**src/rtl/cpr_pkg.sv**
```systemverilog
package cpr_pkg;
  typedef enum logic [1:0] {
    ENG_IDLE = 2'd0,
    ENG_RX   = 2'd1,
    ENG_ACK  = 2'd2,
    ENG_SKIP = 2'd3
  } eng_st_t;
endpackage

```
**src/rtl/cpr_deglitch.sv**
```systemverilog
module cpr_deglitch #(
  parameter int FILT_LEN = 8
) (
  input  logic clk,
  input  logic rst_n,
  input  logic raw_i,
  output logic clean_o
);
  localparam int CW = $clog2(FILT_LEN + 1);

  logic [1:0]    sync_q;
  logic [CW-1:0] cnt_q, cnt_n;
  logic          clean_q, clean_n;

  // A new level is taken over only after it has held for FILT_LEN clocks.
  always_comb begin
    cnt_n   = '0;
    clean_n = clean_q;
    if (sync_q[1] != clean_q) begin
      if (cnt_q == CW'(FILT_LEN - 1)) begin
        clean_n = sync_q[1];
      end else begin
        cnt_n = cnt_q + 1'b1;
      end
    end
  end

  always_ff @(posedge clk or negedge rst_n) begin
    if (!rst_n) begin
      sync_q  <= 2'b11;
      cnt_q   <= '0;
      clean_q <= 1'b1;
    end else begin
      sync_q  <= {sync_q[0], raw_i};
      cnt_q   <= cnt_n;
      clean_q <= clean_n;
    end
  end

  assign clean_o = clean_q;
endmodule

```
**src/rtl/cpr_bus_eng.sv**
```systemverilog
module cpr_bus_eng
  import cpr_pkg::*;
#(
  parameter logic [7:0] DEV_ADDR = 8'hCA
) (
  input  logic       clk,
  input  logic       rst_n,
  input  logic       scl_f,
  input  logic       sda_f,
  input  logic       data_ok_i,
  output logic [7:0] byte_o,
  output logic       ack_data_o,
  output logic       restart_o,
  output logic       pull_o
);
  eng_st_t     st_q, st_n;
  logic [3:0]  bit_q, bit_n;
  logic [7:0]  sh_q, sh_n;
  logic        addr_q, addr_n;
  logic        pull_q, pull_n;
  logic        scl_q, sda_q;
  logic        scl_rise, scl_fall, start_c, stop_c, accept;

  assign scl_rise = scl_f & ~scl_q;
  assign scl_fall = ~scl_f & scl_q;
  assign start_c  = scl_f & scl_q & sda_q & ~sda_f;
  assign stop_c   = scl_f & scl_q & ~sda_q & sda_f;
  assign accept   = addr_q ? (sh_q == DEV_ADDR) : data_ok_i;

  always_comb begin
    st_n       = st_q;
    bit_n      = bit_q;
    sh_n       = sh_q;
    addr_n     = addr_q;
    pull_n     = pull_q;
    ack_data_o = 1'b0;
    if (start_c) begin
      st_n   = ENG_RX;
      bit_n  = '0;
      addr_n = 1'b1;
      pull_n = 1'b0;
    end else if (stop_c) begin
      st_n   = ENG_IDLE;
      pull_n = 1'b0;
    end else begin
      case (st_q)
        ENG_RX: begin
          if (scl_rise && bit_q < 4'd8) begin
            sh_n  = {sh_q[6:0], sda_f};
            bit_n = bit_q + 1'b1;
          end else if (scl_fall && bit_q == 4'd8) begin
            if (accept) begin
              st_n       = ENG_ACK;
              pull_n     = 1'b1;
              ack_data_o = ~addr_q;
            end else begin
              st_n = ENG_SKIP;
            end
          end
        end
        ENG_ACK: begin
          if (scl_fall) begin
            pull_n = 1'b0;
            st_n   = ENG_RX;
            bit_n  = '0;
            addr_n = 1'b0;
          end
        end
        default: ;
      endcase
    end
  end

  always_ff @(posedge clk or negedge rst_n) begin
    if (!rst_n) begin
      st_q   <= ENG_IDLE;
      bit_q  <= '0;
      sh_q   <= '0;
      addr_q <= 1'b0;
      pull_q <= 1'b0;
      scl_q  <= 1'b1;
      sda_q  <= 1'b1;
    end else begin
      st_q   <= st_n;
      bit_q  <= bit_n;
      sh_q   <= sh_n;
      addr_q <= addr_n;
      pull_q <= pull_n;
      scl_q  <= scl_f;
      sda_q  <= sda_f;
    end
  end

  assign byte_o    = sh_q;
  assign restart_o = start_c | stop_c;
  assign pull_o    = pull_q;
endmodule

```
**src/rtl/cpr_pair_regs.sv**
```systemverilog
module cpr_pair_regs (
  input  logic       clk,
  input  logic       rst_n,
  input  logic       restart_i,
  input  logic [7:0] byte_i,
  input  logic       ack_data_i,
  output logic       data_ok_o,
  output logic [7:0] ctl_hi_o,
  output logic [7:0] ctl_lo_o,
  output logic [7:0] frq_hi_o,
  output logic [7:0] frq_lo_o
);
  logic       phase_q, phase_n;
  logic       kind_q, kind_n;
  logic       last_q, last_n;
  logic [1:0] pairs_q, pairs_n;
  logic [7:0] hold_q, hold_n;
  logic       wr_ctl, wr_frq;

  // Second byte always fits; an opener fits only if the pair kind is new.
  assign data_ok_o = phase_q | (pairs_q == 2'd0) |
                     ((pairs_q == 2'd1) & (byte_i[7] != last_q));

  always_comb begin
    phase_n = phase_q;
    kind_n  = kind_q;
    last_n  = last_q;
    pairs_n = pairs_q;
    hold_n  = hold_q;
    wr_ctl  = 1'b0;
    wr_frq  = 1'b0;
    if (restart_i) begin
      phase_n = 1'b0;
      pairs_n = 2'd0;
    end else if (ack_data_i) begin
      if (!phase_q) begin
        hold_n  = byte_i;
        kind_n  = byte_i[7];
        phase_n = 1'b1;
      end else begin
        phase_n = 1'b0;
        pairs_n = pairs_q + 1'b1;
        last_n  = kind_q;
        wr_ctl  = kind_q;
        wr_frq  = ~kind_q;
      end
    end
  end

  always_ff @(posedge clk or negedge rst_n) begin
    if (!rst_n) begin
      phase_q <= 1'b0;
      kind_q  <= 1'b0;
      last_q  <= 1'b0;
      pairs_q <= 2'd0;
      hold_q  <= '0;
    end else begin
      phase_q <= phase_n;
      kind_q  <= kind_n;
      last_q  <= last_n;
      pairs_q <= pairs_n;
      hold_q  <= hold_n;
    end
  end

  always_ff @(posedge clk or negedge rst_n) begin
    if (!rst_n) begin
      ctl_hi_o <= '0;
      ctl_lo_o <= '0;
    end else if (wr_ctl) begin
      ctl_hi_o <= hold_q;
      ctl_lo_o <= byte_i;
    end
  end

  always_ff @(posedge clk or negedge rst_n) begin
    if (!rst_n) begin
      frq_hi_o <= '0;
      frq_lo_o <= '0;
    end else if (wr_frq) begin
      frq_hi_o <= hold_q;
      frq_lo_o <= byte_i;
    end
  end
endmodule

```
**src/rtl/ctlpair_rx.sv**
```systemverilog
module ctlpair_rx #(
  parameter logic [7:0] DEV_ADDR = 8'hCA,
  parameter int         FILT_LEN = 8
) (
  input  logic       clk,
  input  logic       rst_n,
  input  logic       scl_i,
  input  logic       sda_i,
  output logic       sda_pull_o,
  output logic [7:0] ctl_hi_o,
  output logic [7:0] ctl_lo_o,
  output logic [7:0] frq_hi_o,
  output logic [7:0] frq_lo_o
);
  localparam int NLINE = 2;

  logic [NLINE-1:0] line_raw, line_f;
  logic [7:0]       rx_byte;
  logic             ack_data, restart, data_ok;

  assign line_raw = {sda_i, scl_i};

  for (genvar g = 0; g < NLINE; g++) begin : g_line
    cpr_deglitch #(.FILT_LEN(FILT_LEN)) filt_i (
      .clk     (clk),
      .rst_n   (rst_n),
      .raw_i   (line_raw[g]),
      .clean_o (line_f[g])
    );
  end

  cpr_bus_eng #(.DEV_ADDR(DEV_ADDR)) eng_i (
    .clk        (clk),
    .rst_n      (rst_n),
    .scl_f      (line_f[0]),
    .sda_f      (line_f[1]),
    .data_ok_i  (data_ok),
    .byte_o     (rx_byte),
    .ack_data_o (ack_data),
    .restart_o  (restart),
    .pull_o     (sda_pull_o)
  );

  cpr_pair_regs regs_i (
    .clk        (clk),
    .rst_n      (rst_n),
    .restart_i  (restart),
    .byte_i     (rx_byte),
    .ack_data_i (ack_data),
    .data_ok_o  (data_ok),
    .ctl_hi_o   (ctl_hi_o),
    .ctl_lo_o   (ctl_lo_o),
    .frq_hi_o   (frq_hi_o),
    .frq_lo_o   (frq_lo_o)
  );
endmodule

```
**config.mk**
```make
export PLATFORM = sky130hd
export DESIGN_NAME = ctlpair_rx
export DESIGN_NICKNAME = d
export VERILOG_FILES = /design/src/rtl/cpr_pkg.sv /design/src/rtl/cpr_deglitch.sv /design/src/rtl/cpr_bus_eng.sv /design/src/rtl/cpr_pair_regs.sv /design/src/rtl/ctlpair_rx.sv
export SDC_FILE = /design/constraint.sdc
export NUM_CORES = 1
export LEC_CHECK = 0
export BUFFER_PORTS_ARGS = -buffer_cell sky130_fd_sc_hd__buf_4
export CORE_ASPECT_RATIO = 0.6
export CORE_MARGIN = 4
export CORE_UTILIZATION = 58
export CTS_BUF_LIST = sky130_fd_sc_hd__clkbuf_4
export DETAILED_ROUTE_END_ITERATION = 12
export GPL_TIMING_DRIVEN = 1
export MAX_ROUTING_LAYER = met4
export PLACE_DENSITY_LB_ADDON = 0.2
export SKIP_CTS_REPAIR_TIMING = 1
export SYNTH_ARGS = -nofsm -noshare
export SYNTH_HDL_FRONTEND = slang
export SYNTH_HIERARCHICAL = 1
export SYNTH_SLANG_ARGS = --single-unit
```
**constraint.sdc**
```tcl
create_clock -name clk -period 2.9 [get_ports clk]
set_input_delay 0.29 -clock clk [delete_from_list [all_inputs] [get_ports clk]]
set_output_delay 0.29 -clock clk [all_outputs]
set_load 0.05 [all_outputs]
```
# [Yosys cells after proc, flatten, opt, wreduce, memory -nomap -nowiden]
# Index checks and enable logic that the tools add are counted.
[totals] inputBits=4 elab_cells=129 output_inout_bits=33 ff_bits=77
[op_classes] n_bitwise=21 n_addsub=4 n_eq_ne=17 mux=45 n_lt_le_gt_ge=1 n_reduce_logical=19
[op_table] cell="$mux 4" count=8
[op_table] cell="$mux 1" count=26
[op_table] cell="$mux 2" count=8
[op_table] cell="$add 4x1->4 const B" count=3
[op_table] cell="$ne 4x1->1 const B" count=3
[op_table] cell="$reduce_and 4->1" count=3
[op_table] cell="$not 1->1" count=10
[op_table] cell="$reduce_and 3->1" count=3
[op_table] cell="$and 1x1->1" count=8
[op_table] cell="$eq 4x3->1 const B" count=2
[op_table] cell="$eq 8x8->1 const B" count=1
[op_table] cell="$pmux 4 s2" count=1
[op_table] cell="$reduce_bool 2->1" count=4
[op_table] cell="$ne 3x1->1 const B" count=2
[op_table] cell="$reduce_and 2->1" count=3
[op_table] cell="$reduce_and 5->1" count=1
[op_table] cell="$eq 2x1->1 const B" count=2
[op_table] cell="$eq 4x4->1 const B" count=1
[op_table] cell="$lt 4x4->1 const B" count=1
[op_table] cell="$ne 4x2->1 const B" count=1
[op_table] cell="$pmux 2 s2" count=1
[op_table] cell="$reduce_bool 4->1" count=1
[op_table] cell="$ne 1x1->1" count=3
[op_table] cell="$or 1x1->1" count=3
[op_table] cell="other kinds (7)" count=8

# [Depth between registers and ports, before layout]
# Gate-level depths: netlist of the first run.
[depth] ltp_word=12 depth_mapped=10 depth_no_buf=7

# [Modules after synthesis]
# The synthesis of the first run kept the hierarchy.
[by_module_without_submodules] module="cpr_pair_regs" cells_per_inst=109 area_per_inst_um2=1808.0 instances=1
[by_module_without_submodules] module="cpr_bus_eng" cells_per_inst=82 area_per_inst_um2=913.4 instances=1
[by_module_without_submodules] module="cpr_deglitch" cells_per_inst=20 area_per_inst_um2=271.5 instances=2

# [Worst setup path after synthesis of the first run]
# No wires, ideal clock.
[synth_timing] path_type="register to register" from="reg eng_i.scl_q" to="reg regs_i.frq_hi_o[5]" arrival_time_ns=1.952 setup_slack_ns=0.823 period_less_slack_ns=2.077 path_stages_with_launch=9 required_time_ns=2.775 cell_sequence="dfstp_2 nand2b_1 nor3_1 and4b_1 buf_2 and4bb_1 buf_6 buf_12 mux2_4"
[synth_via] elab_chain_cells=9
[synth_rtl] item="start, declared" line="cpr_bus_eng.sv:21" source="logic scl_q, sda_q;"
[synth_rtl] item="start signal, assigned" line="cpr_bus_eng.sv:89" source="scl_q <= scl_f;"
[synth_rtl] item="$and 1x1->1 or $not 1->1 (tied branches)" line="cpr_bus_eng.sv:25, cpr_bus_eng.sv:24"
[synth_rtl] item="$logic_and 1x1->1 or $and 1x1->1 (tied branches)" line="cpr_bus_eng.sv:51, cpr_bus_eng.sv:24"
[synth_rtl] item="$mux 1 or $logic_and 1x1->1 (tied branches)" line="cpr_bus_eng.sv:51, cpr_bus_eng.sv:48"
[synth_rtl] item="$mux 1" line="cpr_bus_eng.sv:48" source="if (scl_rise && bit_q < 4'd8) begin"
[synth_rtl] item="$mux 1" line="cpr_bus_eng.sv:46" source="case (st_q)"
[synth_rtl] item="$mux 1" line="cpr_bus_eng.sv:42" source="end else if (stop_c) begin"
[synth_rtl] item="$mux 1 *" line="cpr_bus_eng.sv:37" source="if (start_c) begin"
[synth_rtl] item="named net ack_data" line="ctlpair_rx.sv:19" source="logic ack_data, restart, data_ok;"
[synth_rtl] item="$mux 1 *" line="cpr_pair_regs.sv:35" source="end else if (ack_data_i) begin"
[synth_rtl] item="$mux 1 *" line="cpr_pair_regs.sv:32" source="if (restart_i) begin"
[synth_rtl] item="end signal, assigned" line="cpr_pair_regs.sv:81" source="frq_hi_o <= hold_q;"
[synth_rtl] item="end, declared" line="cpr_pair_regs.sv:10" source="output logic [7:0] frq_hi_o,"
# The timed path passes the listed nets; every way through them passes the cells marked *.
# A chain may end at the register's enable or synchronous reset.

# [Worst setup path after layout of the first run]
[layout_timing] from="reg eng_i.scl_q" to="reg regs_i.hold_q[4]"
[layout_via] elab_chain_cells=8
[layout_rtl] item="$and 1x1->1 or $not 1->1 (tied branches)" line="cpr_bus_eng.sv:25, cpr_bus_eng.sv:24"
[layout_rtl] item="$logic_and 1x1->1 or $and 1x1->1 (tied branches)" line="cpr_bus_eng.sv:51, cpr_bus_eng.sv:24"
[layout_rtl] item="$mux 1 or $logic_and 1x1->1 (tied branches)" line="cpr_bus_eng.sv:51, cpr_bus_eng.sv:48"
[layout_rtl] item="$mux 1" line="cpr_bus_eng.sv:48"
[layout_rtl] item="$mux 1" line="cpr_bus_eng.sv:46"
[layout_rtl] item="$mux 1" line="cpr_bus_eng.sv:42"
[layout_rtl] item="$mux 1 *" line="cpr_bus_eng.sv:37"
[layout_rtl] item="named net ack_data" line="ctlpair_rx.sv:19"
[layout_rtl] item="$reduce_and 3->1 (no line) *"
[layout_rtl] item="end signal, assigned" line="cpr_pair_regs.sv:62" source="hold_q <= hold_n;"
[layout_rtl] item="end, declared" line="cpr_pair_regs.sv:17" source="logic [7:0] hold_q, hold_n;"
# Marks and branches as above.

==> flow_metrics.py, run 1 <==
metrics = {
    "finish": {
        "area_growth_pct": 14.4,
        "seqCellArea_mm2": 0.00191,
        "nFillCells": 378,
        "antenna_cells": 0,
        "multiInputGateArea_mm2": 0.00127,
        "drive_above_1_share_pct": 40.4,
        "fin_nets": 287,
    },
    "synthesis": {
        "yosysUniqueCellTypes": 42,
        "syn-num-nets": 243,
        "yosys-top-cells-area": "dfrtp_1 52%, mux2_2 11%, dfstp_2 6.4%, mux2_4 5.1%, ha_1 3.1%",
        "synth_ff_type": "dfrtp_1",
        "synth_top_area_share_pct": 52.1,
        "avgSynthCellArea_um2": 14.1,
        "synth-edff-count": 0,
        "yosysTopAreaCell": "dfrtp_1",
        "synth.cells.most_frequent": "68 x dfrtp_1, 32 x mux2_2, 13 x nor2_1, 11 x mux2_4",
        "ys_ff_latch": 76,
        "synthArstFlopShare_pct": 100,
        "ys_seq_area_share_pct": 58.6,
        "syn_area_mm2": 0.00326,
        "yosysWarnings": 6,
        "synthCells": 231,
        "synth.most_common_cell": "dfrtp_1",
    },
    "outcome": {
        "status": "complete, no violations",
    },
    "routing": {
        "ant_nets": 0,
        "vias_per_cell": 5.42,
        "drtPass1Iterations": 4,
        "num_vias": 1874,
        "drt_iter0_markers": 72,
        "wl_mm": 5.55,
        "drc": 0,
        "wl_per_cell_um": 16.0,
    },
    "placed_design": {
        "portBuffers": 36,
        "dp_hpwl_mm": 3.74,
        "place.gp.congestion": 0.798,
    },
    "global_route": {
        "gr-total-overflow": 0,
        "antenna_found_initial": 0,
        "grt_pass1_wl_mm": 9.63,
        "track_usage_pct": 18.6,
        "grt_pass1_vias": 1903,
        "grt_max_degree": 77,
    },
    "setup_path": {
        "max_stage_delay_ns": 0.60,
        "critPathKind": "flip-flop to flip-flop",
        "required_ns": 3.19,
        "timing.reg2reg.setup_slack_ns": 0.54,
        "start_kind": "flip-flop",
        "crit_slowest_cell": "dfstp_2",
        "endpoint_kind": "flip-flop",
        "crit_chain": "nand2b_1, nor3_1, and4b_1, nor3b_4, mux2_2",
        "worstPathMaxFanout": 9,
        "crit_arrival_ns": 2.65,
    },
    "cts": {
        "clk_pin_slew_ns": 0.11,
        "clk-insertion-delay-late_ns": 0.42,
        "cts_tree": "built",
        "clockBufferDepth": 2,
        "root_buffer": "clkbuf_4",
        "cts.sinks": 76,
        "h-tree-depth": 3,
        "cts_buffers": 9,
    },
    "floorplanning": {
        "die_x_um": 105,
        "core_area_mm2": 0.00526,
        "dieArea_mm2": 0.00693,
        "initial_utilization_pct": 62.1,
        "placementRows": 20,
        "ioPinCount": 37,
        "dieHeight_um": 66.1,
    },
    "sta": {
        "setup_viol": 0,
        "period_share_pct": 81.3,
        "slew_viol_final": 0,
        "fin_tns_setup_ns": 0,
        "final_hold_viol_count": 0,
        "slew_headroom_pct": 38.9,
        "max_slew.worst_pin.slew_ns": 0.916,
        "rsz0062_at_grt": "no",
        "min_period_ns": 2.36,
        "clock_skew_ns": 0.0186,
        "max_freq_mhz": 424,
    },
    "hold_path": {
        "min_path_type": "input port to asynchronous set/reset pin",
    },
    "power_and_ir_drop": {
        "total_power_w": 0.00218,
        "vdd_drop_max_mv": 0.396,
        "p_leak_nw": 1.90,
        "power.density_mw_per_mm2": 584,
    },
    "flow_run": {
        "drv_cap": 0,
    },
}
[report_power, final]
group          switching, W  internal [W]  total [W]
combinational      0.000160      0.000141   0.000301
sequential        0.0000833       0.00115    0.00124
clock              0.000358      0.000285   0.000643
[cell type report]
cell class	instances	share of cell area (%)
Multi-Input combinational cell	141	33.9
Sequential cell	76	51.2
Clock inverter	5	1.68
Timing Repair Buffer	39	7.98
Clock buffer	11	2.21
Tap cell	66	2.21
Inverter	8	0.804
[per-layer routing]
metal  GRT usage [%]  part of all wire (%)
met5               -                     0
met1            26.2                    52
met2            24.8                    42
met3            7.71                   5.2
met4            4.91                   1.1
[registers in the layout, summed over array words and instances (netlist names), 2 cells and up]
signal,cells
eng_i/byte_o,8
g_line.filt_i/cnt_q,8
regs_i/ctl_hi_o,8
regs_i/ctl_lo_o,8
regs_i/frq_hi_o,8
regs_i/frq_lo_o,8
regs_i/hold_q,7
eng_i/bit_q,4
g_line.filt_i/sync_q,4
eng_i/st_q,2
g_line.filt_i/clean_o,2
regs_i/pairs_q,2
[critical path: cells and delay by family, from the launching register on]
family	cells	cell delay, ns
simple gates	4	1.25
flops	1	0.60
mux	1	0.39
[through the flow]
stage,cell area [µm²],utilization [%],cells,setup slack (ns),hold slack [ns]
final,3730,71.0,346,0.543,0.00296
after global placement,3570,67.9,328,0.623,0.346
after CTS,3710,70.7,344,0.497,-0.0595
after global routing,3730,71.0,346,0.332,0.0342
after detailed placement,3570,67.9,328,0.515,0.349
after floorplan,3260,-,231,0.823,-0.00559
[placed cells by master (no fill, tap or decap), types with 2 or more instances in the layout]
master	netlist	routed
dfstp_2	8	8
buf_4	2	37
clkinvlp_4	0	2
a21oi_1	7	7
nor2_1	13	13
nand2_1	8	8
nor3_1	3	3
clkbuf_4	0	11
mux2_2	32	32
clkinv_4	0	2
a31oi_1	2	2
xor2_1	2	2
ha_1	8	8
xnor2_1	6	6
mux2_1	7	7
mux2_4	11	11
o21ai_1	3	3
dlygate4sd3_1	0	2
nor2b_1	3	3
nand3b_1	2	2
inv_1	8	8
nor3b_1	2	2
o21ai_0	3	3
nor2_2	2	2
dfrtp_1	68	68
nand3_1	3	3
a21bo_2	2	2
and4bb_1	2	2
mux2i_1	4	4
nand2b_1	3	3
[logic make-up after synthesis]
kind of cell             after synthesis  share of synthesized area, %
buffers and inverters                 14                          2.64
multiplexers                          54                          19.7
AND/OR/NAND/NOR                       50                          9.74
XOR/XNOR                               8                          2.15
adder cells (fa/ha/maj)                8                          3.07
AO/OA/AOI/OAI                         21                          4.10
flip-flops                            76                          58.6
[path summary, 6_finish.rpt]
kind / from / endpoint / cells after the start
setup / recovery: eng_i/scl_q / regs_i/hold_q[4] / 5
hold reg to reg: g_line[1].filt_i/sync_q[0] / g_line[1].filt_i/sync_q[1] / 0
hold / removal: rst_n / g_line[0].filt_i/cnt_q[0] / 1
min in group clk: g_line[1].filt_i/sync_q[0] / g_line[1].filt_i/sync_q[1] / 0
max in group asynchronous: rst_n / regs_i/frq_lo_o[3] / 1
setup reg to reg: eng_i/scl_q / regs_i/hold_q[4] / 5
(Power assumes the default switching activity.)
==> inputs of run 2 (changes only) <==
==> constraint.sdc (replaced) <==
create_clock -name clk -period 2.2 [get_ports clk]
set_input_delay 0.22 -clock clk [delete_from_list [all_inputs] [get_ports clk]]
set_output_delay 0.22 -clock clk [all_outputs]
set_load 0.05 [all_outputs]
==> flow_metrics.py, run 2 (synthesis results as in run 1) <==
metrics = {
    "cts": {
        "clk_pin_slew_ns": 0.12,
        "cts_buffers": 9,
        "cts_tree": "built",
        "cts.sinks": 76,
        "clockBufferDepth": 2,
        "h-tree-depth": 3,
        "clk-insertion-delay-late_ns": 0.42,
        "root_buffer": "clkbuf_4",
    },
    "setup_path": {
        "endpoint_kind": "flip-flop",
        "required_ns": 2.51,
        "worstPathMaxFanout": 16,
        "crit-reg2reg-launch": "eng_i/scl_q",
        "start_kind": "flip-flop",
        "crit_chain": "nand2b_1, nor3_2, and4b_2, and4bb_1, buf_12, mux2_2",
        "crit_arrival_ns": 2.38,
        "critPathKind": "flip-flop to flip-flop",
        "r2r_end": "regs_i/frq_hi_o[4]",
        "timing.reg2reg.setup_slack_ns": 0.13,
        "max_stage_delay_ns": 0.60,
        "crit_slowest_cell": "dfstp_2",
        "r2r_cells": 6,
    },
    "finish": {
        "multiInputGateArea_mm2": 0.00127,
        "seqCellArea_mm2": 0.00191,
        "area_growth_pct": 16.4,
        "nFillCells": 360,
        "mostFrequentLayoutCells": "68 x dfrtp_1, 43 x buf_4, 32 x mux2_2",
        "antenna_cells": 0,
        "fin_nets": 296,
        "fin_util_pct": 72.3,
        "final_common_cell": "dfrtp_1",
        "drive_above_1_share_pct": 42.2,
    },
    "routing": {
        "drtPass1Iterations": 4,
        "vias_per_cell": 5.33,
        "drc": 0,
        "drt_iter0_markers": 51,
        "ant_nets": 0,
        "wl_per_cell_um": 15.2,
        "wl_mm": 5.41,
        "num_vias": 1891,
    },
    "sta": {
        "max_freq_mhz": 482,
        "min_period_ns": 2.07,
        "final_hold_viol_count": 0,
        "max_slew.worst_pin.slew_ns": 0.473,
        "setup_viol": 0,
        "fin_tns_setup_ns": 0,
        "slew_viol_final": 0,
        "clock_skew_ns": 0.0125,
        "rsz0062_at_grt": "no",
        "period_share_pct": 94.3,
        "worst_slack_ns": 0.126,
        "slew_headroom_pct": 68.5,
    },
    "power_and_ir_drop": {
        "power.density_mw_per_mm2": 721,
        "p_int_w": 0.00195,
        "p_leak_nw": 1.94,
        "clockPowerShare_pct": 25.3,
        "switching_share_pct": 29.0,
        "vdd_drop_max_mv": 0.545,
        "share_comb_of_total_power_pct": 15.6,
        "p_seq_share_pct": 59.1,
        "p_sw_w": 0.000794,
    },
    "placed_design": {
        "place.gp.congestion": 0.864,
        "portBuffers": 36,
        "dp_slack_ns": 0.0802,
        "dp_hpwl_mm": 3.83,
    },
    "global_route": {
        "antenna_found_initial": 0,
        "grt_pass1_wl_mm": 9.52,
        "grt_max_degree": 42,
        "grt_pass1_vias": 1945,
        "gr-total-overflow": 0,
        "track_usage_pct": 18.6,
    },
    "outcome": {
        "status": "complete, no violations",
    },
    "floorplanning": {
        "placementRows": 20,
        "dieHeight_um": 66.1,
        "initial_utilization_pct": 62.1,
        "core_area_mm2": 0.00526,
        "die_x_um": 105,
        "ioPinCount": 37,
        "dieArea_mm2": 0.00693,
    },
    "flow_run": {
        "drv_cap": 0,
    },
    "hold_path": {
        "min_path_type": "input port to asynchronous set/reset pin",
    },
}
[run 2: power by group through the flow]
stage          clock (W)  combinational, W  sequential (W)
2_1_floorplan          0          0.000282         0.00165
3_3_place_gp           0          0.000412         0.00164
3_5_place_dp           0          0.000425         0.00164
4_1_cts         0.000721          0.000427         0.00162
5_1_grt         0.000791          0.000483         0.00164
6_report        0.000693          0.000429         0.00162
[run 2: cell type report]
cell class / count / area share, %
clock buffer: 9 / 1.78
clock inverter: 7 / 1.15
tap: 66 / 2.17
sequential: 76 / 50.3
inverter: 8 / 0.790
multi-input combinational: 141 / 33.5
timing repair buffer: 48 / 10.3
[run 2: per-layer routing]
metal	track usage, %	vias to the layer above	share of wire, %	routed length, µm
li1	-	927	-	-
met3	6.34	6	4.7	252
met4	6.38	0	0.89	48
met5	-	-	0	0
met2	25.5	43	41	2210
met1	26.0	915	54	2890
[run 2: worst max-delay path by stage]
stage | startpoint | endpoint | cells after the start
2_1_floorplan | eng_i/scl_q | regs_i/frq_hi_o[5] | 8
3_3_place_gp | eng_i/scl_q | regs_i/frq_hi_o[0] | 6
3_5_place_dp | eng_i/scl_q | regs_i/frq_hi_o[4] | 6
4_1_cts | eng_i/scl_q | regs_i/frq_hi_o[4] | 6
5_1_grt | eng_i/scl_q | regs_i/frq_hi_o[4] | 6
6_report | eng_i/scl_q | regs_i/frq_hi_o[4] | 6
[run 2: worst max-delay path, delay by kind of cell, from the launching register on]
family        cells  cell delay [ns]
buf+inv           1             0.18
simple gates      4             0.83
mux               1             0.35
flops             1             0.60
[run 2: through the flow]
stage,hold WS (ns),cell area (µm²),power [W],instances
2_1_floorplan,-0.0756,3260,0.00193,231
3_3_place_gp,0.209,3650,0.00205,336
3_5_place_dp,0.211,3650,0.00207,336
4_1_cts,-0.259,3760,0.00277,352
5_1_grt,0.296,3800,0.00291,355
6_report,0.292,3800,0.00274,355
